--- config.mk ---
export PLATFORM = sky130hd
export DESIGN_NAME = gpio_bank_ctrl
export DESIGN_NICKNAME = d
export VERILOG_FILES = /design/src/rtl/gpio_bank_ctrl.sv
export SDC_FILE = /design/constraint.sdc
export NUM_CORES = 1
export LEC_CHECK = 0
export ABC_CLOCK_PERIOD_IN_PS = 9300
export CELL_PAD_IN_SITES_DETAIL_PLACEMENT = 1
export CELL_PAD_IN_SITES_GLOBAL_PLACEMENT = 2
export CORE_UTILIZATION = 26
export CTS_CLUSTER_SIZE = 25
export DETAILED_ROUTE_END_ITERATION = 12
export GPL_TIMING_DRIVEN = 0
export MAX_ROUTING_LAYER = met4
export PLACE_DENSITY_LB_ADDON = 0.1
export SYNTH_ARGS = -nofsm -noshare
export SYNTH_HDL_FRONTEND = slang
export SYNTH_SLANG_ARGS = --single-unit
--- constraint.sdc ---
create_clock -name clk -period 9.3 [get_ports clk]
set_clock_uncertainty 0.2 [all_clocks]
set_input_delay 1.86 -clock clk [delete_from_list [all_inputs] [get_ports clk]]
set_output_delay 1.86 -clock clk [all_outputs]
set_load 0.01 [all_outputs]
--- src/rtl/gpio_bank_ctrl.sv ---
module gpio_bank_ctrl #(
  parameter int NPINS  = 96,
  parameter int ADDR_W = 8
) (
  input  logic                 clk,
  input  logic                 rst_n,
  input  logic                 bus_wr,
  input  logic [ADDR_W-1:0]    bus_addr,
  input  logic [31:0]          bus_wdata,
  output logic [31:0]          bus_rdata,
  input  logic [NPINS-1:0]     pin_in,
  output logic [NPINS-1:0]     pin_out,
  output logic [NPINS-1:0]     pin_oe,
  output logic [2*NPINS-1:0]   alt_sel,
  output logic                 irq
);
  localparam int NREG  = NPINS / 32;
  localparam int NALT  = 2 * NREG;
  localparam int WIX_W = ADDR_W - 2;
  localparam int G_LVL = 0, G_DIR = 1, G_SET = 2, G_CLR = 3;
  localparam int G_REN = 4, G_FEN = 5, G_STS = 6, G_ALT = 7;

  logic [WIX_W-1:0]   widx;
  logic [NPINS-1:0]   sync_a, sync_b, sync_h;
  logic [NPINS-1:0]   dir_q, out_q, ren_q, fen_q, sts_q;
  logic [2*NPINS-1:0] alt_q;
  logic [NPINS-1:0]   hit, w1c;

  assign widx = bus_addr[ADDR_W-1:2];

  function automatic logic sel(input logic [WIX_W-1:0] ix, input int g, input int w);
    return ix == WIX_W'(g * NREG + w);
  endfunction

  always_ff @(posedge clk or negedge rst_n) begin
    if (!rst_n) begin
      sync_a <= '0;
      sync_b <= '0;
      sync_h <= '0;
    end else begin
      sync_a <= pin_in;
      sync_b <= sync_a;
      sync_h <= sync_b;
    end
  end

  assign hit = (sync_b & ~sync_h & ren_q) | (~sync_b & sync_h & fen_q);

  always_comb begin
    w1c = '0;
    for (int w = 0; w < NREG; w++)
      if (bus_wr && sel(widx, G_STS, w)) w1c[w*32 +: 32] = bus_wdata;
  end

  always_ff @(posedge clk or negedge rst_n) begin
    if (!rst_n) begin
      dir_q <= '0;
      out_q <= '0;
      ren_q <= '0;
      fen_q <= '0;
      sts_q <= '0;
      alt_q <= '0;
    end else begin
      for (int w = 0; w < NREG; w++) begin
        if (bus_wr && sel(widx, G_DIR, w)) dir_q[w*32 +: 32] <= bus_wdata;
        if (bus_wr && sel(widx, G_SET, w)) out_q[w*32 +: 32] <= out_q[w*32 +: 32] | bus_wdata;
        if (bus_wr && sel(widx, G_CLR, w)) out_q[w*32 +: 32] <= out_q[w*32 +: 32] & ~bus_wdata;
        if (bus_wr && sel(widx, G_REN, w)) ren_q[w*32 +: 32] <= bus_wdata;
        if (bus_wr && sel(widx, G_FEN, w)) fen_q[w*32 +: 32] <= bus_wdata;
      end
      for (int w = 0; w < NALT; w++)
        if (bus_wr && sel(widx, G_ALT, w)) alt_q[w*32 +: 32] <= bus_wdata;
      sts_q <= (sts_q & ~w1c) | hit;
    end
  end

  always_comb begin
    bus_rdata = '0;
    for (int w = 0; w < NREG; w++) begin
      if (sel(widx, G_LVL, w)) bus_rdata = sync_b[w*32 +: 32];
      if (sel(widx, G_DIR, w)) bus_rdata = dir_q[w*32 +: 32];
      if (sel(widx, G_REN, w)) bus_rdata = ren_q[w*32 +: 32];
      if (sel(widx, G_FEN, w)) bus_rdata = fen_q[w*32 +: 32];
      if (sel(widx, G_STS, w)) bus_rdata = sts_q[w*32 +: 32];
    end
    for (int w = 0; w < NALT; w++)
      if (sel(widx, G_ALT, w)) bus_rdata = alt_q[w*32 +: 32];
  end

  assign pin_out = out_q;
  assign pin_oe  = dir_q;
  assign alt_sel = alt_q;
  assign irq     = |sts_q;
endmodule


After elaboration in Yosys (flattened, before gate mapping)
Index checks and enable logic that the tools add are counted.
- word-level logic and storage cells: 124
- register bits after elaboration: 960
- output and inout port bits: 417
- bits of input ports: 139
- eq/ne operators: 26
- bitwise logic cells: 17
- muxes and demuxes: 30
- reductions and logical operators: 29
- operators by type and width (operator ; count):
    $mux 32 ; 30
    $and 96x96->96 ; 5
    $not 96->96 ; 3
    $or 96x96->96 ; 2
    $and 32x32->32 ; 3
    $or 32x32->32 ; 3
    $reduce_or 96->1 ; 1
    $eq 6x5->1 const B ; 11
    $eq 6x4->1 const B ; 8
    $not 32->32 ; 1
    $eq 6x3->1 const B ; 4
    $logic_and 1x1->1 ; 24
    $eq 6x2->1 const B ; 2
    $eq 6x1->1 const B ; 1
    $logic_not 6->1 ; 1
    $reduce_bool 2->1 ; 3

Logic depth before layout (Yosys ltp)
- depth in word-level cells: 22
- depth in mapped cells: 10
- depth with buffers taken out: 6

Least setup slack after synthesis
OpenSTA, ideal clock, no wires.
- kind: input -> output
- start point: input bus_addr[7]
- end point: output bus_rdata[26]
- path buffers: 3
- arrival: 3.625 ns
- stages: 9
- slack: 3.615 ns
- required time: 7.240 ns
- cell sequence: buf_6 > or4_4 > buf_6 > nor2_4 > buf_4 > a22oi_1 > nand3_1 > a211oi_1 > nor4_1
- longest elaborated chain between the ends: 22
- elaborated cells between the ends (all ways): 42
- those cells by class: eq/ne: 20; mux: 21; reduce/logical: 1
- RTL lines (what ; RTL line ; RTL):
    start, declared ; 8 ; input logic [ADDR_W-1:0] bus_addr,
    $logic_not 6->1 ; 32 ; return ix == WIX_W'(g * NREG + w);
    $mux 32 ; 80 ; if (sel(widx, G_LVL, w)) bus_rdata = sync_b[w*32 +: 32];
    $mux 32 ; 81 ; if (sel(widx, G_DIR, w)) bus_rdata = dir_q[w*32 +: 32];
    $mux 32 ; 82 ; if (sel(widx, G_REN, w)) bus_rdata = ren_q[w*32 +: 32];
    $mux 32 ; 83 ; if (sel(widx, G_FEN, w)) bus_rdata = fen_q[w*32 +: 32];
    $mux 32 ; 84 ; if (sel(widx, G_STS, w)) bus_rdata = sts_q[w*32 +: 32];
    $mux 32 ; 80 ;
    $mux 32 ; 81 ;
    (+2 left out) ; -- ;
    $mux 32 ; 84 ;
    $mux 32 ; 80 ;
    $mux 32 ; 81 ;
    $mux 32 ; 82 ;
    $mux 32 ; 83 ;
    $mux 32 ; 84 ;
    $mux 32 (5 in series) ; 87 ; if (sel(widx, G_ALT, w)) bus_rdata = alt_q[w*32 +: 32];
    $mux 32 (*) ; 87 ;
    end, declared ; 10 ; output logic [31:0] bus_rdata,
Every way passes the cells marked *; elsewhere a longest branch is shown, timed or not.

Worst setup path after layout
- start point: input bus_addr[6]
- end point: output bus_rdata[5]
The elaborated chain is that of the path after synthesis.

==> results.sh <==
export IMPL_outcome="complete, no violations"
export IMPL_wl_um=208900
export IMPL_period_minus_slack_ps=9048
export IMPL_hold_class="reg -> reg"
export IMPL_core_area_sq_um=150000
export IMPL_hold_ws_ps=144.6
export IMPL_synth_mux_area_share_pct=13.80
export IMPL_end_kind="output port"
export IMPL_grt_max_degree=149
export IMPL_synth_fp_nets=3337
export IMPL_dp_cells=5777
export IMPL_num_rows=142
export IMPL_final_common_cell="dfrtp_1"
export IMPL_crit_required_ps=7240
export IMPL_track_usage_pct=27.83
export IMPL_ys_seq_elements=960
export IMPL_stdcell_count=6008
export IMPL_cts_buffers=114
export IMPL_cp_arrival_ps=6990
export IMPL_maxSlewViolCount=0
export IMPL_clockBufferDepth=3
export IMPL_cts_sinks=960
export IMPL_cts_tree="yes"
export IMPL_route_detailed_drc=0
export IMPL_synth_compound_area_share_pct=14.94
export IMPL_path_clk_slew_ps=60
export IMPL_dp_hpwl_um=158400
export IMPL_fmax_ghz=0.1105
export IMPL_synth_simple_gate_area_share_pct=7.337
export IMPL_grt_remaining_overflow=0
export IMPL_via_count=31650
export IMPL_grt_pass1_wl_um=283800
export IMPL_syn_area_per_cell_sq_um=12.30
export IMPL_clk_latency_ps=750
export IMPL_synth_warnings=0
export IMPL_leakage_uw=0.02185
export IMPL_initial_utilization_pct=26.24
export IMPL_critical_path_max_fanout=10
export IMPL_routedWlPerCell_um=34.77
export IMPL_fp_dieArea_sq_um=152900
export IMPL_total_power_uw=11800
export IMPL_cts_hold_buf=0
export IMPL_die_y_um=391.0
export IMPL_die_w_um=391.0
export IMPL_setup_ws_ps=251.7
export IMPL_ys_flop_type="dfrtp_1"
export IMPL_drt_pass1_iter_count=7
export IMPL_synthCells=3198
export IMPL_synth_cell_types=69
export IMPL_cts_resized_gates=0
export IMPL_crit_type="in -> out"
export IMPL_synth_seq_area_share_pct=61.06
export IMPL_hold_viol_final=0
export IMPL_setup_viol=0
export IMPL_final_antenna_net_count=0
export IMPL_grt_pass1_vias=32057
export IMPL_async_reset_ff_share_pct=100.0
export IMPL_rsz0062_at_grt="no"
export IMPL_syn_area_sq_um=39340
export IMPL_fin_crit_sh_pct=97.29
export IMPL_post_cts_buffers=0
export IMPL_fill_cells=16284
export IMPL_final_cell_mix="dfrtp_1, clkdlybuf4s50_1, mux2_2"
export IMPL_slew_headroom_pct=5.435
export IMPL_drtIter0Drc=2704
export IMPL_yosys_area_share_xor_xnor_pct=0.06679
export IMPL_ir_drop_mv=0.1476
export IMPL_tightestPinTransition_ps=1418
export IMPL_synth_edf_count=0
export IMPL_start_kind="primary input"
export IMPL_drv_cap=0
export IMPL_multiInputGateArea_sq_um=14230
export IMPL_pin_count=556
export IMPL_fin_nets=4016
export IMPL_htree_levels=3
export IMPL_routabilityCongestion=0.8915
export IMPL_fin_tns_setup_ps=0
export IMPL_p_per_area_nw_per_um2=228.8
export IMPL_antenna_found_initial=26
export IMPL_seqCellArea_sq_um=24020
export IMPL_synth_top_family_by_area="compound AO/OA/AOI/OAI gates"
export IMPL_root_buffer="clkbuf_16"
export IMPL_vias_per_cell=5.268
export IMPL_final_layout_size_suffix_gt1_share_pct=19.97
export IMPL_io_buffers=552
export IMPL_detailedPlace_worstSlack_ps=460.7
export IMPL_area_growth_pct=31.10
export IMPL_synth_adder_area_share_pct=0
==> cells by family after synthesis <==
kind of cell | count (synthesis)
simple gates | 611
flops | 960
compound gates | 893
buf+inv | 249
xor+xnor | 3
mux | 482
==> flip-flops by register name, summed over array words and instances, names as in the netlist, named ones only <==
| signal | count |
|---|---|
| fen_q | 96 |
| sync_h | 96 |
| ren_q | 96 |
| sync_a | 96 |
| pin_oe | 96 |
| sts_q | 96 |
| alt_sel | 192 |
| sync_b | 96 |
==> per-stage QoR <==
stage	utilization, %	cell area [sq um]
2_1_floorplan	-	39340
3_3_place_gp	31.60	47390
3_5_place_dp	31.77	47640
4_1_cts	34.36	51520
5_1_grt	34.38	51560
6_report	34.40	51580
==> path summary, 6_finish.rpt <==
check / from / to / slack, ps / cells after the start
hold reg to reg: sync_a[45]$_DFF_PN0_ / sync_b[45]$_DFF_PN0_ / 140 / 0
hold / removal: sync_a[45]$_DFF_PN0_ / sync_b[45]$_DFF_PN0_ / 140 / 0
min in group asynchronous: rst_n / sync_a[13]$_DFF_PN0_ / 830 / 1
setup reg to reg: pin_oe[95]$_DFFE_PN0P_ / pin_oe[95]$_DFFE_PN0P_ / 8020 / 1
max in group asynchronous: rst_n / alt_sel[24]$_DFFE_PN0P_ / 5680 / 4
setup / recovery: bus_addr[6] / bus_rdata[5] / 250 / 10
==> per-layer routing <==
metal  up-vias  share of wire [%]  track usage [%]
met1     17015                 47            38.60
met4         0                2.4            7.116
met3       219                6.5            5.491
met2      1099                 45            41.36
li1      13317                  -                -
met5         -                  0                -
==> report_power, final <==
| part | internal [uW] | switching [uW] | total [uW] |
|---|---|---|---|
| Sequential | 4730 | 668 | 5400 |
| Combinational | 902 | 800 | 1700 |
| Clock | 2790 | 1920 | 4700 |
==> cell type report <==
cell class / instances / area share (%)
inverters: 2 / 0.01456
plain buffers: 247 / 2.125
clock inverters: 42 / 1.094
clock buffers: 167 / 6.426
diodes: 22 / 0.1067
repair buffers: 563 / 11.17
well taps: 2016 / 4.891
multi-input cells: 1989 / 27.59
flip-flops and latches: 960 / 46.58
==> synth_stat cells (24+ instances only) <==
master / n / area share, %
a22oi_1: 110 / 2.1
mux2_2: 471 / 13
clkbuf_1: 140 / 1.3
buf_2: 79 / 1.0
and3_1: 24 / 0.38
o22ai_1: 172 / 2.7
nand3_1: 29 / 0.37
a21oi_1: 174 / 2.2
nand2_1: 371 / 3.5
nor4_1: 41 / 0.65
o21ai_0: 84 / 1.1
a31oi_1: 105 / 1.7
a221oi_1: 34 / 0.76
a211oi_1: 25 / 0.48
nor2_1: 51 / 0.49
dfrtp_1: 960 / 61
a21o_1: 94 / 1.8
==> critical path, stage by stage <==
cell and delay, ps:
clkdlybuf4s50_1 530, buf_4 250, nor4b_4 910, nand2_1 440, clkbuf_1 660, o22ai_1 330, nor2_1 70, a211oi_1 980
o21ai_0 370, clkdlybuf4s50_1 580
No activity file was read; power rests on OpenSTA's default activity.
